**src/rtl/rtc_pkg.sv**
```systemverilog
package rtc_pkg;

    localparam int BYTE_W     = 8;
    localparam int TIME_BYTES = 3;
    localparam int BUS_W      = 16;

    typedef enum logic [2:0] {
        REG_TIME_LO  = 3'd0,
        REG_TIME_MID = 3'd1,
        REG_TIME_HI  = 3'd2,
        REG_CLK_CLR  = 3'd3,
        REG_WD_KICK  = 3'd4
    } rtc_addr_e;

    typedef enum logic {
        RSP_NONE = 1'b0,
        RSP_DATA = 1'b1
    } rsp_state_e;

endpackage

```
**src/rtl/rtc_prescaler.sv**
```systemverilog
module rtc_prescaler #(
    parameter int PRESCALE = 4
) (
    input  logic clk,
    input  logic rst_n,
    input  logic clr,
    output logic tick
);

    generate
        if (PRESCALE <= 1) begin : g_bypass
            logic unused_inputs;
            assign unused_inputs = clr ^ clk ^ rst_n;
            assign tick = 1'b1;
        end else begin : g_div
            localparam int DIV_W = $clog2(PRESCALE);
            localparam logic [DIV_W-1:0] DIV_LAST = DIV_W'(PRESCALE - 1);

            logic [DIV_W-1:0] div_q;

            always_ff @(posedge clk) begin
                if (!rst_n) begin
                    div_q <= '0;
                end else if (clr || (div_q == DIV_LAST)) begin
                    div_q <= '0;
                end else begin
                    div_q <= div_q + 1'b1;
                end
            end

            assign tick = (div_q == DIV_LAST);


            tick_gap_chk: assert property (@(posedge clk) disable iff (!rst_n)
                tick |=> !tick);


            clr_phase_chk: assert property (@(posedge clk) disable iff (!rst_n)
                clr |=> !tick);
        end
    endgenerate

endmodule

```
**src/rtl/rtc_time_counter.sv**
```systemverilog
module rtc_time_counter #(
    parameter int CNT_W = 24
) (
    input  logic             clk,
    input  logic             rst_n,
    input  logic             clr,
    input  logic             tick,
    output logic [CNT_W-1:0] count
);

    logic [CNT_W-1:0] count_q;

    always_ff @(posedge clk) begin
        if (!rst_n) begin
            count_q <= '0;
        end else if (clr) begin
            count_q <= '0;
        end else if (tick) begin
            count_q <= count_q + 1'b1;
        end
    end

    assign count = count_q;


    cnt_step_chk: assert property (@(posedge clk) disable iff (!rst_n)
        (!clr && tick) |=> (count_q == $past(count_q) + CNT_W'(1)));


    cnt_hold_chk: assert property (@(posedge clk) disable iff (!rst_n)
        (!clr && !tick) |=> $stable(count_q));


    cnt_clear_chk: assert property (@(posedge clk) disable iff (!rst_n)
        clr |=> (count_q == '0));

endmodule

```
**src/rtl/rtc_watchdog.sv**
```systemverilog
module rtc_watchdog #(
    parameter int WD_LIMIT = 40
) (
    input  logic clk,
    input  logic rst_n,
    input  logic kick,
    output logic timeout
);

    localparam int WD_W = (WD_LIMIT > 2) ? $clog2(WD_LIMIT) : 1;
    localparam logic [WD_W-1:0] WD_LAST = WD_W'(WD_LIMIT - 1);

    logic [WD_W-1:0] wd_q;
    logic            to_q;

    always_ff @(posedge clk) begin
        if (!rst_n) begin
            wd_q <= '0;
            to_q <= 1'b0;
        end else if (kick) begin
            wd_q <= '0;
            to_q <= 1'b0;
        end else if (wd_q == WD_LAST) begin
            wd_q <= '0;
            to_q <= 1'b1;
        end else begin
            wd_q <= wd_q + 1'b1;
            to_q <= 1'b0;
        end
    end

    assign timeout = to_q;


    wd_pulse_chk: assert property (@(posedge clk) disable iff (!rst_n)
        timeout |=> !timeout);


    wd_restart_chk: assert property (@(posedge clk) disable iff (!rst_n)
        timeout |-> (wd_q == '0));


    wd_kick_chk: assert property (@(posedge clk) disable iff (!rst_n)
        kick |=> (!timeout && wd_q == '0));

endmodule

```
**src/rtl/rtc_read_port.sv**
```systemverilog
module rtc_read_port
    import rtc_pkg::*;
#(
    parameter int CNT_W = 24
) (
    input  logic             clk,
    input  logic             rst_n,
    input  logic             rd,
    input  logic [2:0]       addr,
    input  logic             pwr_dn,
    input  logic [CNT_W-1:0] count,
    output logic [BUS_W-1:0] rd_data,
    output logic             rd_valid
);

    localparam int LIVE_W = TIME_BYTES * BYTE_W;
    localparam int SNAP_W = LIVE_W - BYTE_W;

    logic [LIVE_W-1:0] live;
    logic [SNAP_W-1:0] snap_q;
    logic [BUS_W-1:0]  data_q;
    logic              lo_capture;
    rsp_state_e        state_q, state_d;

    assign live       = LIVE_W'(count);
    assign lo_capture = rd && !pwr_dn && (addr == REG_TIME_LO);

    // response state register
    always_ff @(posedge clk) begin
        if (!rst_n) begin
            state_q <= RSP_NONE;
        end else begin
            state_q <= state_d;
        end
    end

    // transitions: accept / release
    always_comb begin
        state_d = state_q;
        unique case (state_q)
            RSP_NONE: state_d = rd ? RSP_DATA : RSP_NONE;
            RSP_DATA: state_d = rd ? RSP_DATA : RSP_NONE;
            default:  state_d = RSP_NONE;
        endcase
    end

    // state outputs
    always_comb begin
        rd_valid = (state_q == RSP_DATA);
    end

    always_ff @(posedge clk) begin
        if (!rst_n) begin
            snap_q <= '0;
        end else if (lo_capture) begin
            snap_q <= live[LIVE_W-1:BYTE_W];
        end
    end

    always_ff @(posedge clk) begin
        if (!rst_n || !rd || pwr_dn) begin
            data_q <= '0;
        end else begin
            case (addr)
                REG_TIME_LO:  data_q <= {live[BYTE_W-1:0], 8'h00};
                REG_TIME_MID: data_q <= {snap_q[BYTE_W-1:0], 8'h00};
                REG_TIME_HI:  data_q <= {snap_q[SNAP_W-1:BYTE_W], 8'h00};
                default:      data_q <= '0;
            endcase
        end
    end

    assign rd_data = data_q;


    rsp_valid_chk: assert property (@(posedge clk) disable iff (!rst_n)
        rd |=> rd_valid);


    idle_zero_chk: assert property (@(posedge clk) disable iff (!rst_n)
        !rd |=> (rd_data == '0 && !rd_valid));


    snap_hold_chk: assert property (@(posedge clk) disable iff (!rst_n)
        !(rd && addr == REG_TIME_LO) |=> $stable(snap_q));


    pd_snap_chk: assert property (@(posedge clk) disable iff (!rst_n)
        pwr_dn |=> $stable(snap_q));


    pd_zero_chk: assert property (@(posedge clk) disable iff (!rst_n)
        (rd && pwr_dn) |=> (rd_data == '0));

endmodule

```
**src/rtl/rtc_snapshot_clock.sv**
```systemverilog
module rtc_snapshot_clock
    import rtc_pkg::*;
#(
    parameter int PRESCALE = 4,
    parameter int CNT_W    = 24,
    parameter int WD_LIMIT = 40
) (
    input  logic        clk,
    input  logic        rst_n,
    input  logic        bus_rd,
    input  logic        bus_wr,
    input  logic [2:0]  bus_addr,
    input  logic [15:0] bus_wdata,
    input  logic        pwr_dn,
    output logic [15:0] rd_data,
    output logic        rd_valid,
    output logic        wd_timeout
);

    logic             clk_clr;
    logic             wd_kick;
    logic             tick;
    logic [CNT_W-1:0] count;
    logic             unused_wdata;

    assign clk_clr      = bus_wr && (bus_addr == REG_CLK_CLR);
    assign wd_kick      = bus_wr && (bus_addr == REG_WD_KICK);
    assign unused_wdata = ^bus_wdata;

    rtc_prescaler #(.PRESCALE(PRESCALE)) u_prescaler (
        .clk  (clk),
        .rst_n(rst_n),
        .clr  (clk_clr),
        .tick (tick)
    );

    rtc_time_counter #(.CNT_W(CNT_W)) u_counter (
        .clk  (clk),
        .rst_n(rst_n),
        .clr  (clk_clr),
        .tick (tick),
        .count(count)
    );

    rtc_read_port #(.CNT_W(CNT_W)) u_read_port (
        .clk     (clk),
        .rst_n   (rst_n),
        .rd      (bus_rd),
        .addr    (bus_addr),
        .pwr_dn  (pwr_dn),
        .count   (count),
        .rd_data (rd_data),
        .rd_valid(rd_valid)
    );

    rtc_watchdog #(.WD_LIMIT(WD_LIMIT)) u_watchdog (
        .clk    (clk),
        .rst_n  (rst_n),
        .kick   (wd_kick),
        .timeout(wd_timeout)
    );

endmodule

```
**config.mk**
```make
export PLATFORM = sky130hd
export DESIGN_NAME = rtc_snapshot_clock
export DESIGN_NICKNAME = d
export VERILOG_FILES = /design/src/rtl/rtc_pkg.sv /design/src/rtl/rtc_prescaler.sv /design/src/rtl/rtc_time_counter.sv /design/src/rtl/rtc_watchdog.sv /design/src/rtl/rtc_read_port.sv /design/src/rtl/rtc_snapshot_clock.sv
export SDC_FILE = /design/constraint.sdc
export NUM_CORES = 1
export LEC_CHECK = 0
export BUFFER_PORTS_ARGS = -buffer_cell sky130_fd_sc_hd__buf_2
export CAP_MARGIN = 40
export CORE_MARGIN = 1.5
export CORE_UTILIZATION = 55
export CTS_CLUSTER_DIAMETER = 30
export CTS_CLUSTER_SIZE = 14
export DETAILED_ROUTE_END_ITERATION = 8
export PLACE_DENSITY = 0.75
export SLEW_MARGIN = 40
export SYNTH_ARGS = -nofsm -noshare
export SYNTH_HDL_FRONTEND = slang
export SYNTH_SLANG_ARGS = --single-unit
```
**constraint.sdc**
```tcl
create_clock -name clk -period 2.2 [get_ports clk]
set_input_delay 0.66 -clock clk [delete_from_list [all_inputs] [get_ports clk]]
set_output_delay 0.66 -clock clk [all_outputs]
set_load 0.1 [all_outputs]
```
==> flow_results.org <==
** Run status
- Result of the run :: complete, no violations

** Floorplanning
- Measured along the y axis, the die boundary spans about 70 um.
- Area of the core :: 4350 sq um
- The die covers 4910 sq um.
- Starting Density :: between 50% and 60%
- Number of top-level design ports :: 42
- Site row count :: 24
- The die is 70.1 um wide.

** GRT
- Sum of overflow across all layers after global routing :: 0
- Entering global routing, the biggest net connects 27 pins.
- Global router's overall resource usage :: 19.9%
- Via count of the first global-routing pass :: approximately 1700
- First-pass GRT wire length :: ~7.6 mm
- Initial antenna violation count :: 0

** Detailed routing
- # DRC :: 0
- For this block, the routed nets add up to 4.40 mm of wire.
- Number of design-rule violations left by the first detailed-router iteration :: 90
- The first detailed-routing pass took 4 iterations.
- In the routed layout, each cell is associated on average with a via count of 5.38.
- The routed layout has 1851 vias.
- The count of nets left with antenna violations once routing finished came out at 0.
- Post-DR wirelength/cell :: between 10 and 15 um

** Place
- Summed over all nets, the half-perimeter wirelength after detailed placement is about 3.0 mm.
- During placement, the flow inserted port buffers numbering 17.
- GP Congestion :: 0.809

** Critical path
- Worst reg-to-reg setup slack :: 270 ps
- Data required time of the worst path :: ~2500 ps
- Critical R2R Launch :: u_prescaler.g_div.div_q[0]
- Maximum fanout encountered on the critical timing path :: 8
- Capture point of the worst reg-to-reg path :: u_counter.count[17]
- Crit Path Category :: flop to flop
- The worst setup path is captured at a flop.
- The worst register-to-register path has a depth of 5.
- Data on the critical path arrives at its endpoint at 2190 ps.
- STA classifies the critical path startpoint as a flop.

** Synthesis
- After technology mapping, the gate count stands at roughly 270.
- After synthesis the netlist holds a flip-flop and latch count of 58.
- By area the synthesized netlist is led by sky130_fd_sc_hd__dfxtp_1 47%, sky130_fd_sc_hd__mux2i_1 10%, sky130_fd_sc_hd__nor2_1 6.1%.
- Mapped cell area :: 2470 sq um
- Sequential cells were found to cover ~47% of the synthesized design area.
- In the synthesized netlist the dominant register cell turns out to be sky130_fd_sc_hd__dfxtp_1.
- Sorting the synthesized cells by how often they occur yields 58 x sky130_fd_sc_hd__dfxtp_1, 40 x sky130_fd_sc_hd__nor2_1, 25 x sky130_fd_sc_hd__mux2i_1.
- Cell taking the most area after synthesis :: sky130_fd_sc_hd__dfxtp_1
- Average instance area after synthesis :: 9.26 sq um
- Async set-or-reset flop fraction in the synthesized netlist :: 0%
- After synthesis, the largest area contributor takes up 46.9% of total cell area.
- For this run, the number of Yosys warnings is 0.
- In this run, distinct cell masters in the synthesized netlist total 34.
- Yosys mapped a number of flops with a built-in enable equal to 0.
- In the post-synthesis netlist, the cell with the most instances is sky130_fd_sc_hd__dfxtp_1.

** Clock tree
- CTS Root Cell :: sky130_fd_sc_hd__clkbuf_8
- Clock tree from TritonCTS :: done
- The longest clock path from root to sink contains 2 buffers.
- Postcts setup bufs :: 0
- Once the clock tree was built, the resizer swapped 0 gates to a different size.
- Reg clk slew, reported paths :: approximately 60 ps
- Number of sinks on the clock net :: 58
- Counting the buffers created by CTS gives 9.
- Clock latency of the later-clocked register in the worst-skew pair :: about 330 ps
- The H-tree generated during clock tree synthesis spans 3 levels.
- Hold repair after CTS inserted 0 buffers.

** STA
- Of the available clock period, the critical path in the final layout requires 87.6%.
- The number of hold-slack violations in the final timing report is 0.
- Peak Freq :: 519 MHz
- Clock Skew :: 8.23 ps
- For the final routed database, the setup TNS stands at 0 ps.
- Setup violations remaining at the end of the flow were counted as 0.
- Unrepaired setup endpoints after global routing :: false
- Minimum clock period :: 1930 ps
- Final hold analysis gives a worst-case slack of 432 ps.
- The number of pins exceeding their max-slew limit in the final report is 0.

** Final layout
- Register area :: 1160 sq um
- Fraction of final layout cells sized beyond drive strength 1 :: 13.7%
- Relative to the synthesized area, the layout overhead comes to 12.4%.
- After filler insertion, the fill cell instance count of the layout stands at 371.
- 0 antenna diodes ended up in the layout.
- Net count, final :: between 300 and 400
- In the final layout, the multi-input gates occupy 1210 sq um.

** Hold path
- Critical hold path startpoint :: u_prescaler.g_div.div_q[0]
- The path class of the tightest hold or removal check is flop to flop.
- Counting instances, the worst hold path has a depth of 1.
- Hold path endpoint :: u_prescaler.g_div.div_q[0]

** Power and ir drop
- Maximum resistive drop on vdd :: 0.425 mV
- LEAKAGE :: ~1.2 nW
- Power spread over the standard cell area amounts to 797 nW/um^2.
- The design draws 2.22 mW.

** Flow run
- Across the run, the number of max-cap violations was 0.
-- flip-flops by register name, indices dropped and copies added (netlist names) --
signal	count
u_counter.count	24
u_watchdog.wd_q	6
u_read_port.snap_q	16
u_read_port.rd_valid	1
u_watchdog.timeout	1
u_read_port.rd_data	8
u_prescaler.g_div.div_q	2
-- per-layer routing --
layer  share of wire, %  track usage (%)  routed length (um)  vias to the layer above
li1                   -                -                   -                      950
met1                 51             26.5                2230                      853
met2                 43             29.4                1880                       38
met3                4.1             5.19                 181                       10
met4                2.5             11.1                 110                        0
met5                  0                0                   0                        -
-- how the worst max path moves through the flow --
stage                                from                   to  slack, ps
5_1_grt        u_prescaler.g_div.div_q[0]  u_counter.count[15]         80
3_3_place_gp   u_prescaler.g_div.div_q[0]  u_counter.count[15]        330
2_1_floorplan                 bus_addr[1]  u_counter.count[10]        340
4_1_cts        u_prescaler.g_div.div_q[0]  u_counter.count[13]        260
6_report       u_prescaler.g_div.div_q[0]  u_counter.count[17]        270
3_5_place_dp   u_prescaler.g_div.div_q[0]  u_counter.count[15]        270
-- power breakdown --
part	total [mW]	internal [mW]	switching, mW
clock	1.01	0.608	0.398
sequential	1.07	1.06	0.00702
combinational	0.140	0.0313	0.109
total	2.22	1.70	0.514
-- stage by stage --
| step | cell area, sq um | std cells | util (%) | setup slack, ps |
|---|---|---|---|---|
| global placement | 2580 | 329 | 59.2 | 328 |
| detailed placement | 2580 | 329 | 59.2 | 274 |
| finish | 2780 | 344 | 63.9 | 273 |
| global route | 2780 | 344 | 63.9 | 79.3 |
| floorplan | 2500 | 274 | - | 341 |
| CTS | 2780 | 344 | 63.9 | 261 |
-- critical path: stages, from the launching register on --
cell	delay, ps
sky130_fd_sc_hd__dfxtp_1	340
sky130_fd_sc_hd__ha_1	310
sky130_fd_sc_hd__and4_1	370
sky130_fd_sc_hd__nand4_1	300
sky130_fd_sc_hd__or3_1	400
sky130_fd_sc_hd__a21oi_1	130
-- logic make-up after synthesis --
| family | count (synthesis) | synth area share (%) |
|---|---|---|
| xor+xnor | 17 | 6.02 |
| compound gates | 31 | 6.93 |
| other cells | 1 | 0.152 |
| mux | 25 | 10.1 |
| simple gates | 110 | 23.3 |
| buf+inv | 22 | 5.06 |
| fa+ha+maj | 3 | 1.52 |
| flops | 58 | 46.9 |
-- layout make-up --
cell class	count	area share [%]
Timing Repair Buffer	23	4.68
Clock buffer	13	6.07
Inverter	2	0.270
Clock inverter	2	1.26
Tap cell	52	2.34
Multi-Input combinational cell	194	43.6
Sequential cell	58	41.7
-- cell usage in the layout (no fill, tap or decap), types with 2 or more instances in the layout --
cell type,synthesis,layout
sky130_fd_sc_hd__or3_1,6,6
sky130_fd_sc_hd__ha_1,3,3
sky130_fd_sc_hd__nor3_1,2,2
sky130_fd_sc_hd__nand3_1,7,7
sky130_fd_sc_hd__mux2i_1,25,25
sky130_fd_sc_hd__conb_1,1,8
sky130_fd_sc_hd__nand4_1,9,9
sky130_fd_sc_hd__xnor2_1,4,4
sky130_fd_sc_hd__clkbuf_8,0,12
sky130_fd_sc_hd__xor2_1,13,13
sky130_fd_sc_hd__buf_4,10,6
sky130_fd_sc_hd__and2_1,2,2
sky130_fd_sc_hd__o31ai_1,4,4
sky130_fd_sc_hd__a21oi_1,18,18
sky130_fd_sc_hd__nor2_1,40,40
sky130_fd_sc_hd__nor2b_1,17,17
sky130_fd_sc_hd__and4_1,3,3
sky130_fd_sc_hd__buf_2,4,17
sky130_fd_sc_hd__nand2_1,11,11
sky130_fd_sc_hd__inv_1,2,2
sky130_fd_sc_hd__o21ai_0,6,6
sky130_fd_sc_hd__and3_1,3,3
sky130_fd_sc_hd__dfxtp_1,58,58
sky130_fd_sc_hd__or4_1,3,3
Power figures use the tool's default switching activity.
